$ cat src/rtl/rts_hyst_pkg.sv
package rts_hyst_pkg;

    localparam int HYST_W = 6;

    typedef enum logic {
        ST_READY = 1'b0,
        ST_HALT  = 1'b1
    } rts_state_e;

    // Half-width of the band: row code[3:2], column code[1:0].
    function automatic logic [HYST_W-1:0] band_of(input logic [3:0] code);
        logic [HYST_W-1:0] col;
        logic [HYST_W-1:0] w;
        col = HYST_W'(code[1:0]);
        case (code[3:2])
            2'd0:    w = (code[1:0] == 2'd0) ? '0 : HYST_W'(2) + (col << 1);
            2'd1:    w = (col + HYST_W'(1)) << 3;
            2'd2:    w = HYST_W'(12) + (col << 3);
            default: w = HYST_W'(40) + (col << 2);
        endcase
        return w;
    endfunction

endpackage

$ cat src/rtl/rts_trig_store.sv
module rts_trig_store #(
    parameter int CNT_W      = 8,
    parameter int DATA_W     = 8,
    parameter int FIFO_DEPTH = 128,
    parameter int RESET_TRIG = 16
) (
    input  logic              clk,
    input  logic              rst_n,
    input  logic              wr_en,
    input  logic              wr_to_rx,
    input  logic [DATA_W-1:0] wr_data,
    output logic [CNT_W-1:0]  rx_lvl,
    output logic [CNT_W-1:0]  tx_lvl
);

    localparam logic [DATA_W-1:0] MAX_D = DATA_W'(FIFO_DEPTH);
    localparam logic [CNT_W-1:0]  MAX_C = CNT_W'(FIFO_DEPTH);
    localparam logic [CNT_W-1:0]  RST_C = CNT_W'(RESET_TRIG);

    typedef struct packed {
        logic [CNT_W-1:0] rx;
        logic [CNT_W-1:0] tx;
    } lvl_t;

    lvl_t             lvl_d, lvl_q;
    logic [CNT_W-1:0] wr_val;

    always_comb begin
        lvl_d  = lvl_q;
        wr_val = (wr_data > MAX_D) ? MAX_C : CNT_W'(wr_data);
        if (wr_en) begin
            if (wr_to_rx) lvl_d.rx = wr_val;
            else          lvl_d.tx = wr_val;
        end
    end

    always_ff @(posedge clk or negedge rst_n) begin
        if (!rst_n) begin
            lvl_q.rx <= RST_C;
            lvl_q.tx <= RST_C;
        end else begin
            lvl_q <= lvl_d;
        end
    end

    assign rx_lvl = lvl_q.rx;
    assign tx_lvl = lvl_q.tx;


    lvl_in_range_chk: assert property (@(posedge clk) disable iff (!rst_n)
        (lvl_q.rx <= MAX_C) && (lvl_q.tx <= MAX_C));


    rx_write_spares_tx_chk: assert property (@(posedge clk) disable iff (!rst_n)
        (wr_en && wr_to_rx) |=> $stable(lvl_q.tx));


    tx_write_spares_rx_chk: assert property (@(posedge clk) disable iff (!rst_n)
        (wr_en && !wr_to_rx) |=> $stable(lvl_q.rx));

endmodule

$ cat src/rtl/rts_band_decode.sv
module rts_band_decode
    import rts_hyst_pkg::*;
#(
    parameter int CNT_W      = 8,
    parameter int FIFO_DEPTH = 128
) (
    input  logic [CNT_W-1:0] trig,
    input  logic [3:0]       code,
    output logic [CNT_W-1:0] hi_thr,
    output logic [CNT_W-1:0] lo_thr,
    output logic             lo_valid
);

    localparam logic [CNT_W:0] MAX_X = (CNT_W+1)'(FIFO_DEPTH);

    logic [HYST_W-1:0] band;
    logic [CNT_W:0]    band_x;
    logic [CNT_W:0]    trig_x;
    logic [CNT_W:0]    sum_x;
    logic [CNT_W:0]    diff_x;

    always_comb begin
        band   = band_of(code);
        band_x = (CNT_W+1)'(band);
        trig_x = {1'b0, trig};
        sum_x  = trig_x + band_x;
        diff_x = trig_x - band_x;
        if (code == 4'd0) begin
            // next-level mode: leave at trig, return below trig
            hi_thr   = trig;
            lo_thr   = trig - CNT_W'(1);
            lo_valid = (trig != '0);
        end else begin
            hi_thr   = (sum_x > MAX_X) ? MAX_X[CNT_W-1:0] : sum_x[CNT_W-1:0];
            lo_thr   = (trig_x > band_x) ? diff_x[CNT_W-1:0] : '0;
            lo_valid = 1'b1;
        end
    end

endmodule

$ cat src/rtl/rts_state_ctrl.sv
module rts_state_ctrl
    import rts_hyst_pkg::*;
#(
    parameter int CNT_W      = 8,
    parameter int FIFO_DEPTH = 128
) (
    input  logic             clk,
    input  logic             rst_n,
    input  logic             auto_en,
    input  logic [CNT_W-1:0] fill,
    input  logic [CNT_W-1:0] hi_thr,
    input  logic [CNT_W-1:0] lo_thr,
    input  logic             lo_valid,
    output logic             rts
);

    localparam logic [CNT_W-1:0] MAX_C = CNT_W'(FIFO_DEPTH);

    typedef struct packed {
        rts_state_e st;
    } ctl_t;

    ctl_t ctl_d, ctl_q;
    logic above_hi;
    logic below_lo;

    always_comb begin
        ctl_d    = ctl_q;
        above_hi = (fill >= hi_thr);
        below_lo = lo_valid && (fill <= lo_thr);
        if (!auto_en) begin
            ctl_d.st = ST_READY;
        end else begin
            case (ctl_q.st)
                ST_READY: if (above_hi) ctl_d.st = ST_HALT;
                default:  if (below_lo) ctl_d.st = ST_READY;
            endcase
        end
    end

    always_ff @(posedge clk or negedge rst_n) begin
        if (!rst_n) ctl_q.st <= ST_READY;
        else        ctl_q    <= ctl_d;
    end

    assign rts = (ctl_q.st == ST_READY);


    halt_at_upper_chk: assert property (@(posedge clk) disable iff (!rst_n)
        (auto_en && fill >= hi_thr) |=> !rts);


    resume_at_lower_chk: assert property (@(posedge clk) disable iff (!rst_n)
        (auto_en && lo_valid && fill <= lo_thr) |=> rts);


    hold_in_band_chk: assert property (@(posedge clk) disable iff (!rst_n)
        (auto_en && fill < hi_thr && !(lo_valid && fill <= lo_thr)) |=> $stable(rts));


    manual_keeps_ready_chk: assert property (@(posedge clk) disable iff (!rst_n)
        !auto_en |=> rts);


    thr_order_chk: assert property (@(posedge clk) disable iff (!rst_n)
        (hi_thr <= MAX_C) && (!lo_valid || lo_thr < hi_thr));

endmodule

$ cat src/rtl/rts_hyst_ctrl.sv
module rts_hyst_ctrl #(
    parameter int FIFO_DEPTH = 128,
    parameter int CNT_W      = $clog2(FIFO_DEPTH + 1),
    parameter int DATA_W     = 8,
    parameter int RESET_TRIG = 16
) (
    input  logic              clk,
    input  logic              rst_n,
    input  logic              auto_rts_en,
    input  logic [CNT_W-1:0]  rx_fifo_count,
    input  logic              trig_wr_en,
    input  logic              trig_wr_to_rx,
    input  logic [DATA_W-1:0] trig_wr_data,
    input  logic [3:0]        hyst_code,
    output logic              rts,
    output logic [CNT_W-1:0]  rx_trig_lvl,
    output logic [CNT_W-1:0]  tx_trig_lvl
);

    logic [CNT_W-1:0] hi_thr;
    logic [CNT_W-1:0] lo_thr;
    logic             lo_valid;

    rts_trig_store #(
        .CNT_W      (CNT_W),
        .DATA_W     (DATA_W),
        .FIFO_DEPTH (FIFO_DEPTH),
        .RESET_TRIG (RESET_TRIG)
    ) u_store (
        .clk      (clk),
        .rst_n    (rst_n),
        .wr_en    (trig_wr_en),
        .wr_to_rx (trig_wr_to_rx),
        .wr_data  (trig_wr_data),
        .rx_lvl   (rx_trig_lvl),
        .tx_lvl   (tx_trig_lvl)
    );

    rts_band_decode #(
        .CNT_W      (CNT_W),
        .FIFO_DEPTH (FIFO_DEPTH)
    ) u_band (
        .trig     (rx_trig_lvl),
        .code     (hyst_code),
        .hi_thr   (hi_thr),
        .lo_thr   (lo_thr),
        .lo_valid (lo_valid)
    );

    rts_state_ctrl #(
        .CNT_W      (CNT_W),
        .FIFO_DEPTH (FIFO_DEPTH)
    ) u_ctl (
        .clk      (clk),
        .rst_n    (rst_n),
        .auto_en  (auto_rts_en),
        .fill     (rx_fifo_count),
        .hi_thr   (hi_thr),
        .lo_thr   (lo_thr),
        .lo_valid (lo_valid),
        .rts      (rts)
    );


    reset_ready_chk: assert property (@(posedge clk)
        !rst_n |=> rts);

endmodule

$ cat config.mk
export PLATFORM = sky130hd
export DESIGN_NAME = rts_hyst_ctrl
export DESIGN_NICKNAME = d
export VERILOG_FILES = /design/src/rtl/rts_hyst_pkg.sv /design/src/rtl/rts_trig_store.sv /design/src/rtl/rts_band_decode.sv /design/src/rtl/rts_state_ctrl.sv /design/src/rtl/rts_hyst_ctrl.sv
export SDC_FILE = /design/constraint.sdc
export NUM_CORES = 1
export LEC_CHECK = 0
export BUFFER_PORTS_ARGS = -buffer_cell sky130_fd_sc_hd__buf_2
export CORE_ASPECT_RATIO = 1.75
export CORE_UTILIZATION = 50
export DETAILED_ROUTE_END_ITERATION = 12
export MAX_ROUTING_LAYER = met4
export PLACE_DENSITY = 0.72
export SYNTH_ARGS = -nofsm -noshare
export SYNTH_HDL_FRONTEND = slang
export SYNTH_SLANG_ARGS = --single-unit
$ cat constraint.sdc
create_clock -name clk -period 4.35 [get_ports clk]
set_input_delay 0.6525 -clock clk [delete_from_list [all_inputs] [get_ports clk]]
set_output_delay 0.6525 -clock clk [all_outputs]
set_load 0.02 [all_outputs]
==> results.md, run 1 <==
| Metric | Reported | Unit |
| --- | --- | --- |
| Vias in the first global route | 1844 | - |
| Number of buffers on the longest clock path | 2 | - |
| Final Hold Viols | 0 | - |
| Post-Synthesis Cell Area | 0.00195 | sq mm |
| Synth area leader | dfrtp_1 | - |
| Cell count after synthesis | 238 | - |
| Die area | 0.00416 | sq mm |
| Max Fanout on Critical Path | 4 | - |
| TritonCTS sink count | 17 | - |
| Overflow left after global routing | 0 | - |
| Die width | 49.2 | um |
| Result of the run | completed | - |
| Proportion of layout cells with a drive suffix above 1 | 21.0 | % |
| Total power density per cell area | 312 | mW/mm^2 |
| Highest achievable clock rate | 258 | MHz |
| Worst setup timing slack at the placement stage | 0.211 | ns |
| Num ports | 42 | - |
| Crit path capture type | flip-flop | - |
| Cell variety after synth | 49 | - |
| Core Box Area | 0.00366 | sq mm |
| Fin Clk Skew | 0.000980 | ns |
| Net count reported at finish | 334 | - |
| Hold Buf Count CTS | 0 | - |
| Clock root cell | clkbuf_8 | - |
| Share of the yosys chip area belonging to registers | 21.9 | % |
| Worst Path Required | 4.49 | ns |
| Ordered cell list for the critical path | buf_2 -> inv_1 -> ha_1 -> nor2b_1 -> a21o_1 -> fa_1 -> a21oi_1 -> o21bai_1 -> xnor2_1 -> nor2_1 -> a311oi_1 -> nor2_1 -> ha_1 -> nand2b_1 -> a211oi_1 -> o21bai_1 -> a31oi_1 -> o21ai_0 -> o211a_1 | - |
| Peak VDD IR | 255 | uV |
| Number of H-tree levels | 1 | - |
| Routed vias/inst | 5.64 | - |
| Number of filler instances in the final layout | 364 | - |
| Share of synthesized flip-flops with an asynchronous set or reset | 100 | % |
| Met3 track utilization from global routing | 1.99 | % |
| Stage delay of the slowest cell on the critical path | 0.45 | ns |
| Synthesis-to-finish area growth | 14.1 | % |
| CP arrival | 4.01 | ns |
| ANT nets after route | 0 | - |
| Finish-stage setup viols | 0 | - |
| Input/output buffers | 41 | - |
| Post-layout minimum cycle time | 3.87 | ns |
| Number of synthesized register bits | 17 | - |
| Maximum capacitance violations | 0 | - |
| Routing usage on met2 | 46.6 | % |
| Final Power | 694 | uW |
| Pin count of the biggest net entering global routing | 18 | - |
| Category of cells accounting for the largest share of critical-path delay | compound AO/OA/AOI/OAI gates | - |
| Total area of multi-input combinational cells | 0.00142 | sq mm |
| GP Congestion | 0.896 | - |
| Cells taking the most area after synthesis | dfrtp_1 (19%), ha_1 (19%), o21ai_0 (5.9%) | - |
| GR met1 Demand/Resource | 24.5 | % |
| DP HPWL | 3910 | um |
| Yosys warns | 0 | - |
| Remaining max-slew budget at the tightest pin | 70.3 | % |
| Total negative slack for setup checks | 0 | ns |
| Count of instances resized after the clock tree is built | 0 | - |
| Critical path launch point type | input port | - |
| Average footprint of a synthesized cell | 8.20 | sq um |
| Number of iterations in the first detailed-routing pass | 4 | - |
| CTS Buf Count | 3 | - |
| Actual slew at the worst max-slew pin | 0.434 | ns |
| DR DRC count | 0 | - |
| Post-Synthesis Net Count | 295 | - |
| Number of buffer and inverter stages on the critical path | 2 | - |
| Fin crit share | 88.9 | % |
| Worst Hold Class | in -> async | - |
| Global-route wire length before repair | 7850 | um |
| Leakage power total | 1.12 | nW |
| Antenna cells | 0 | - |
| Number of antenna violations at the first check in global routing | 0 | - |
| CP max stage cell | fa_1 | - |
| Die outline height | 84.6 | um |
| Routing layer with the top usage in global route | met2 | - |
| Register cell area after layout | 428 | sq um |
| Number of placement rows | 29 | - |
| Slew Viols, Final | 0 | - |
| Starting DRT DRC Count | 45 | - |
| Most frequently used flop master after synthesis | dfrtp_1 | - |
| Proportion of netlist area held by the largest area contributor | 19.2 | % |
| Class of the most critical setup path | in -> reg | - |
| Aggregate routed wire length | 4630 | um |
| Initial core utilization | 53.2 | % |
| Post-synth EDFFs | 0 | - |
| Setup repair after global routing missed its margin | no | - |
| Smallest setup slack after layout | 0.481 | ns |
| Gr usage total | 24.8 | % |
| Avg WL per Cell | 14.4 | um |
| Clk_lat worst skew | 0.25 | ns |
| Clock-pin slew on the worst setup and hold paths | 0.06 | ns |
| Number of post-CTS setup repair buffers | 0 | - |
| Total via count in the routed design | 1815 | - |
| Clock tree from TritonCTS | done | - |
## cells by family (layout without fill, tap and decap cells)
logic type,after synthesis,in the layout,synth area share [%]
flops,17,17,21.9
xor+xnor,12,12,5.77
fa+ha+maj,32,32,21.3
compound gates,71,71,24.0
simple gates,80,80,20.7
buf+inv,24,62,5.13
mux,2,2,1.15
## flip-flops by register name (all words and copies together), names as in the netlist
signal and count:
u_store.rx_lvl 8, u_store.tx_lvl 8, u_ctl.ctl_q 1
## cells in the mapped netlist, drive strengths merged, types with 2 or more instances
cell type,instances
o21bai,2
nand3,5
and4,2
o21ai,23
buf,2
a31oi,7
clkbuf,6
and2,2
dfstp,2
inv,16
or4,2
nand2b,12
xnor2,9
nor3,2
xor2,3
a21o,7
mux2,2
nor2b,3
nor2,20
nand4,4
dfrtp,15
a21oi,16
fa,2
o211ai,2
ha,30
nand2,25
a211oi,2
## cell type report
cell class	count	area share (%)
multi-input combinational	197	63.9
sequential	17	19.2
timing repair buffer	42	9.56
inverter	16	2.70
tap	46	2.59
clock buffer	4	2.02
## power breakdown
part           internal (mW)  leakage, nW  switching, mW
combinational          0.157        0.880          0.209
clock                 0.0650       0.0228         0.0533
sequential             0.178        0.214         0.0311
total                  0.400         1.12          0.294
## path summary, 6_finish.rpt
| check | slack [ns] | end | start | cells after the start |
|---|---|---|---|---|
| setup / recovery | 0.48 | u_ctl.ctl_q | hyst_code[0] | 19 |
| hold / removal | 0.31 | u_store.tx_lvl[6] | rst_n | 1 |
| setup reg to reg | 1.02 | u_ctl.ctl_q | u_store.rx_lvl[1] | 15 |
| hold reg to reg | 0.48 | u_store.tx_lvl[4] | u_store.tx_lvl[4] | 2 |
| max in group asynchronous | 3.72 | u_store.rx_lvl[4] | rst_n | 1 |
| min in group clk | 0.48 | u_store.tx_lvl[4] | u_store.tx_lvl[4] | 2 |
## placed cells by master, fill, tap and decap left out, types with 2 or more instances in the layout
cell type	count
dfstp_2	2
fa_1	2
and2_1	2
xnor2_1	8
dfrtp_1	15
nand2b_1	12
a21o_1	7
a31oi_1	7
ha_1	30
o21bai_1	2
buf_2	41
clkbuf_8	3
a211oi_1	2
nor2_1	19
nor3_1	2
nand2_1	24
o21ai_0	23
o211ai_1	2
a21oi_1	16
nor2b_1	3
nand4_1	4
inv_1	14
xor2_1	3
nand3_1	5
inv_2	2
mux2_2	2
and4_1	2
## stage by stage
step                util (%)  cells  hold WS, ns  cell area [sq um]
global route            60.7    322        0.341               2230
detailed placement      59.5    318        0.469               2180
floorplan                  -    238        0.357               1950
finish                  60.7    322        0.313               2230
global placement        59.5    318        0.461               2180
CTS                     60.7    322        0.328               2230
## metal layers
metal | wire length, um | vias up
met1 | 1720 | 822
met2 | 2570 | 50
met4 | 212 | 0
met3 | 126 | 17
li1 | - | 926
met5 | 0 | -
## worst reg2reg max path: stages, from the launching register on
cell and delay, ns:
dfrtp_1 0.45, ha_1 0.27, fa_1 0.42, a21oi_1 0.29, o21bai_1 0.12, xnor2_1 0.19, nor2_1 0.08, a311oi_1 0.26
nor2_1 0.08, ha_1 0.26, nand2b_1 0.13, a211oi_1 0.22, o21bai_1 0.10, a31oi_1 0.15, o21ai_0 0.09, o211a_1 0.12
Power figures use the tool's default switching activity.
==> run 2, diff against run 1 <==
Settings changed: CORE_MARGIN from default to 8.
==> run 2 against run 1 <==
Compared with the run above: register-to-register slack worse by 0.13 ns; sequential share of layout area about the same; total power rose by 0.49%; global-route usage fell by 8.4 points; combinational power about the same; worst setup slack got worse by 0.16 ns; die area increased by 50%; critical endpoint unchanged.
==> results.md, run 2 (same netlist as run 1, synthesis figures left out) <==
| Metric | Reported | Unit | Change |
| --- | --- | --- | --- |
| Routed vias/inst | 5.62 | - | -0.29% |
| Total negative slack for setup checks | 0 | ns | unchanged |
| DR DRC count | 0 | - | unchanged |
| Input/output buffers | 41 | - | unchanged |
| Hold Buf Count CTS | 0 | - | unchanged |
| Die area | 0.00623 | sq mm | +50% |
| Slew Viols, Final | 0 | - | unchanged |
| Vias in the first global route | 1814 | - | -1.6% |
| Overflow left after global routing | 0 | - | unchanged |
| Number of post-CTS setup repair buffers | 0 | - | unchanged |
| Worst Setup SP | hyst_code[0] | - |  |
| Post-layout minimum cycle time | 4.03 | ns | +0.157 ns |
| Clk_lat worst skew | 0.25 | ns | about the same |
| Synthesis-to-finish area growth | 14.2 | % |  |
| Start of the worst register-to-register path | u_store.rx_lvl[1] | - |  |
| Class of the most critical setup path | in -> reg | - |  |
| Result of the run | completed | - |  |
| Gr usage total | 16.4 | % | -8.4 points |
| DP HPWL | 4150 | um | +6.1% |
| Worst Path Required | 4.50 | ns | about the same |
| Aggregate routed wire length | 4920 | um | +6.2% |
| Total power density per cell area | 313 | mW/mm^2 | +0.38% |
| Clock root cell | clkbuf_8 | - |  |
| Worst Hold Class | in -> async | - |  |
| Initial core utilization | 50.9 | % | -2.3 points |
| Peak VDD IR | 236 | uV | -7.4% |
| Antenna cells | 0 | - | unchanged |
| Die width | 63.2 | um | +28% |
| TritonCTS sink count | 17 | - | unchanged |
| Number of buffers on the longest clock path | 2 | - | unchanged |
| Final Hold Viols | 0 | - | unchanged |
| Most common cell after layout, fill and taps aside | buf_2 | - |  |
| Remaining max-slew budget at the tightest pin | 69.3 | % | -1.0 points |
| Proportion of layout cells with a drive suffix above 1 | 21.0 | % | unchanged |
| Starting DRT DRC Count | 43 | - | -4.4% |
| Fin crit share | 92.6 | % | +3.6 points |
| Highest achievable clock rate | 248 | MHz | -3.9% |
| Fin Clk Skew | 0.00599 | ns | +0.00501 ns |
| Number of placement rows | 30 | - | +3.4% |
| Cell depth of the worst flop-to-flop path | 15 | - | unchanged |
| Total via count in the routed design | 1821 | - | +0.33% |
| Actual slew at the worst max-slew pin | 0.460 | ns | +0.0264 ns |
| WHS | 0.313 | ns | -0.000240 ns |
| ANT nets after route | 0 | - | unchanged |
| Ordered cell list for the critical path | buf_2 -> inv_1 -> ha_1 -> nor2b_1 -> a21o_1 -> fa_1 -> a21oi_1 -> o21bai_1 -> xnor2_1 -> nor2_1 -> a311oi_1 -> nor2_1 -> ha_1 -> nand2b_1 -> a211oi_1 -> o21bai_1 -> a31oi_1 -> o21ai_0 -> o211a_1 | - |  |
| Net count reported at finish | 334 | - | unchanged |
| Stage delay of the slowest cell on the critical path | 0.44 | ns | about the same |
| Global-route wire length before repair | 8220 | um | +4.7% |
| Clock-pin slew on the worst setup and hold paths | 0.07 | ns | about the same |
| Most frequent cells in the layout | buf_2 (41), ha_1 (30), nand2_1 (24) | - |  |
| CP max stage cell | fa_1 | - |  |
| GP Congestion | 0.936 | - | +4.5% |
| Count of instances resized after the clock tree is built | 0 | - | unchanged |
| Number of antenna violations at the first check in global routing | 0 | - | unchanged |
| Leakage power total | 1.12 | nW | unchanged |
| Clock tree from TritonCTS | done | - |  |
| Setup repair after global routing missed its margin | no | - |  |
| Maximum capacitance violations | 0 | - | unchanged |
| Pin count of the biggest net entering global routing | 18 | - | unchanged |
| CP arrival | 4.18 | ns | +0.17 ns |
| CTS Buf Count | 3 | - | unchanged |
| Max Fanout on Critical Path | 4 | - | unchanged |
| Core Box Area | 0.00383 | sq mm | +4.5% |
| Finish-stage setup viols | 0 | - | unchanged |
| Critical path launch point type | input port | - |  |
| Num ports | 42 | - | unchanged |
| Die outline height | 98.6 | um | +17% |
| Number of H-tree levels | 1 | - | unchanged |
| Crit path capture type | flip-flop | - |  |
| Number of iterations in the first detailed-routing pass | 4 | - | unchanged |
| Final core occ | 58.2 | % | -2.5 points |
| Avg WL per Cell | 15.2 | um | +5.6% |
[run 2: path summary, 6_finish.rpt]
kind / slack, ns / to
max: 0.32 / u_ctl.ctl_q
min: 0.31 / u_store.rx_lvl[7]
max reg2reg: 0.89 / u_ctl.ctl_q
min reg2reg: 0.48 / u_store.tx_lvl[5]
max in group asynchronous: 3.72 / u_store.tx_lvl[4]
min in group clk: 0.48 / u_store.tx_lvl[5]
[run 2: layout make-up]
type	instances	area, sq um
inverter	16	60.1
multi-input combinational	197	1420
clock buffer	4	45.0
tap	48	60.1
sequential	17	428
timing repair buffer	42	213
fill	390	1600
[run 2: per-stage QoR]
step	instance area [sq um]	total power [mW]	cells	setup WS (ns)
floorplan	1950	0.475	238	0.567
global placement	2180	0.575	320	0.0316
detailed placement	2180	0.581	320	0.0400
CTS	2230	0.703	324	0.294
global route	2230	0.754	324	0.00978
finish	2230	0.697	324	0.324
[run 2: worst max-delay path, delay by kind of cell]
| kind | cells | cell delay, ns |
|---|---|---|
| AOI/OAI and AO/OA | 9 | 1.66 |
| xor gates and xnor gates | 1 | 0.22 |
| adders and majority gates | 3 | 1.00 |
| buffers and inverters | 2 | 0.17 |
| and+or+nand+nor | 4 | 0.45 |
[run 2: per-layer routing]
layer / vias up / share of wire (%) / global-route usage, %
li1: 930 / - / -
met1: 827 / 39 / 16.8
met2: 46 / 53 / 29.5
met3: 18 / 2.3 / 1.48
met4: 0 / 4.9 / 9.50
met5: - / 0 / -
[run 2: where the power goes]
part	leakage (nW)	internal (mW)	total [mW]	switching [mW]
Combinational	0.880	0.157	0.367	0.210
Clock	0.0228	0.0650	0.120	0.0554
Sequential	0.214	0.178	0.209	0.0312
Total	1.12	0.400	0.697	0.297
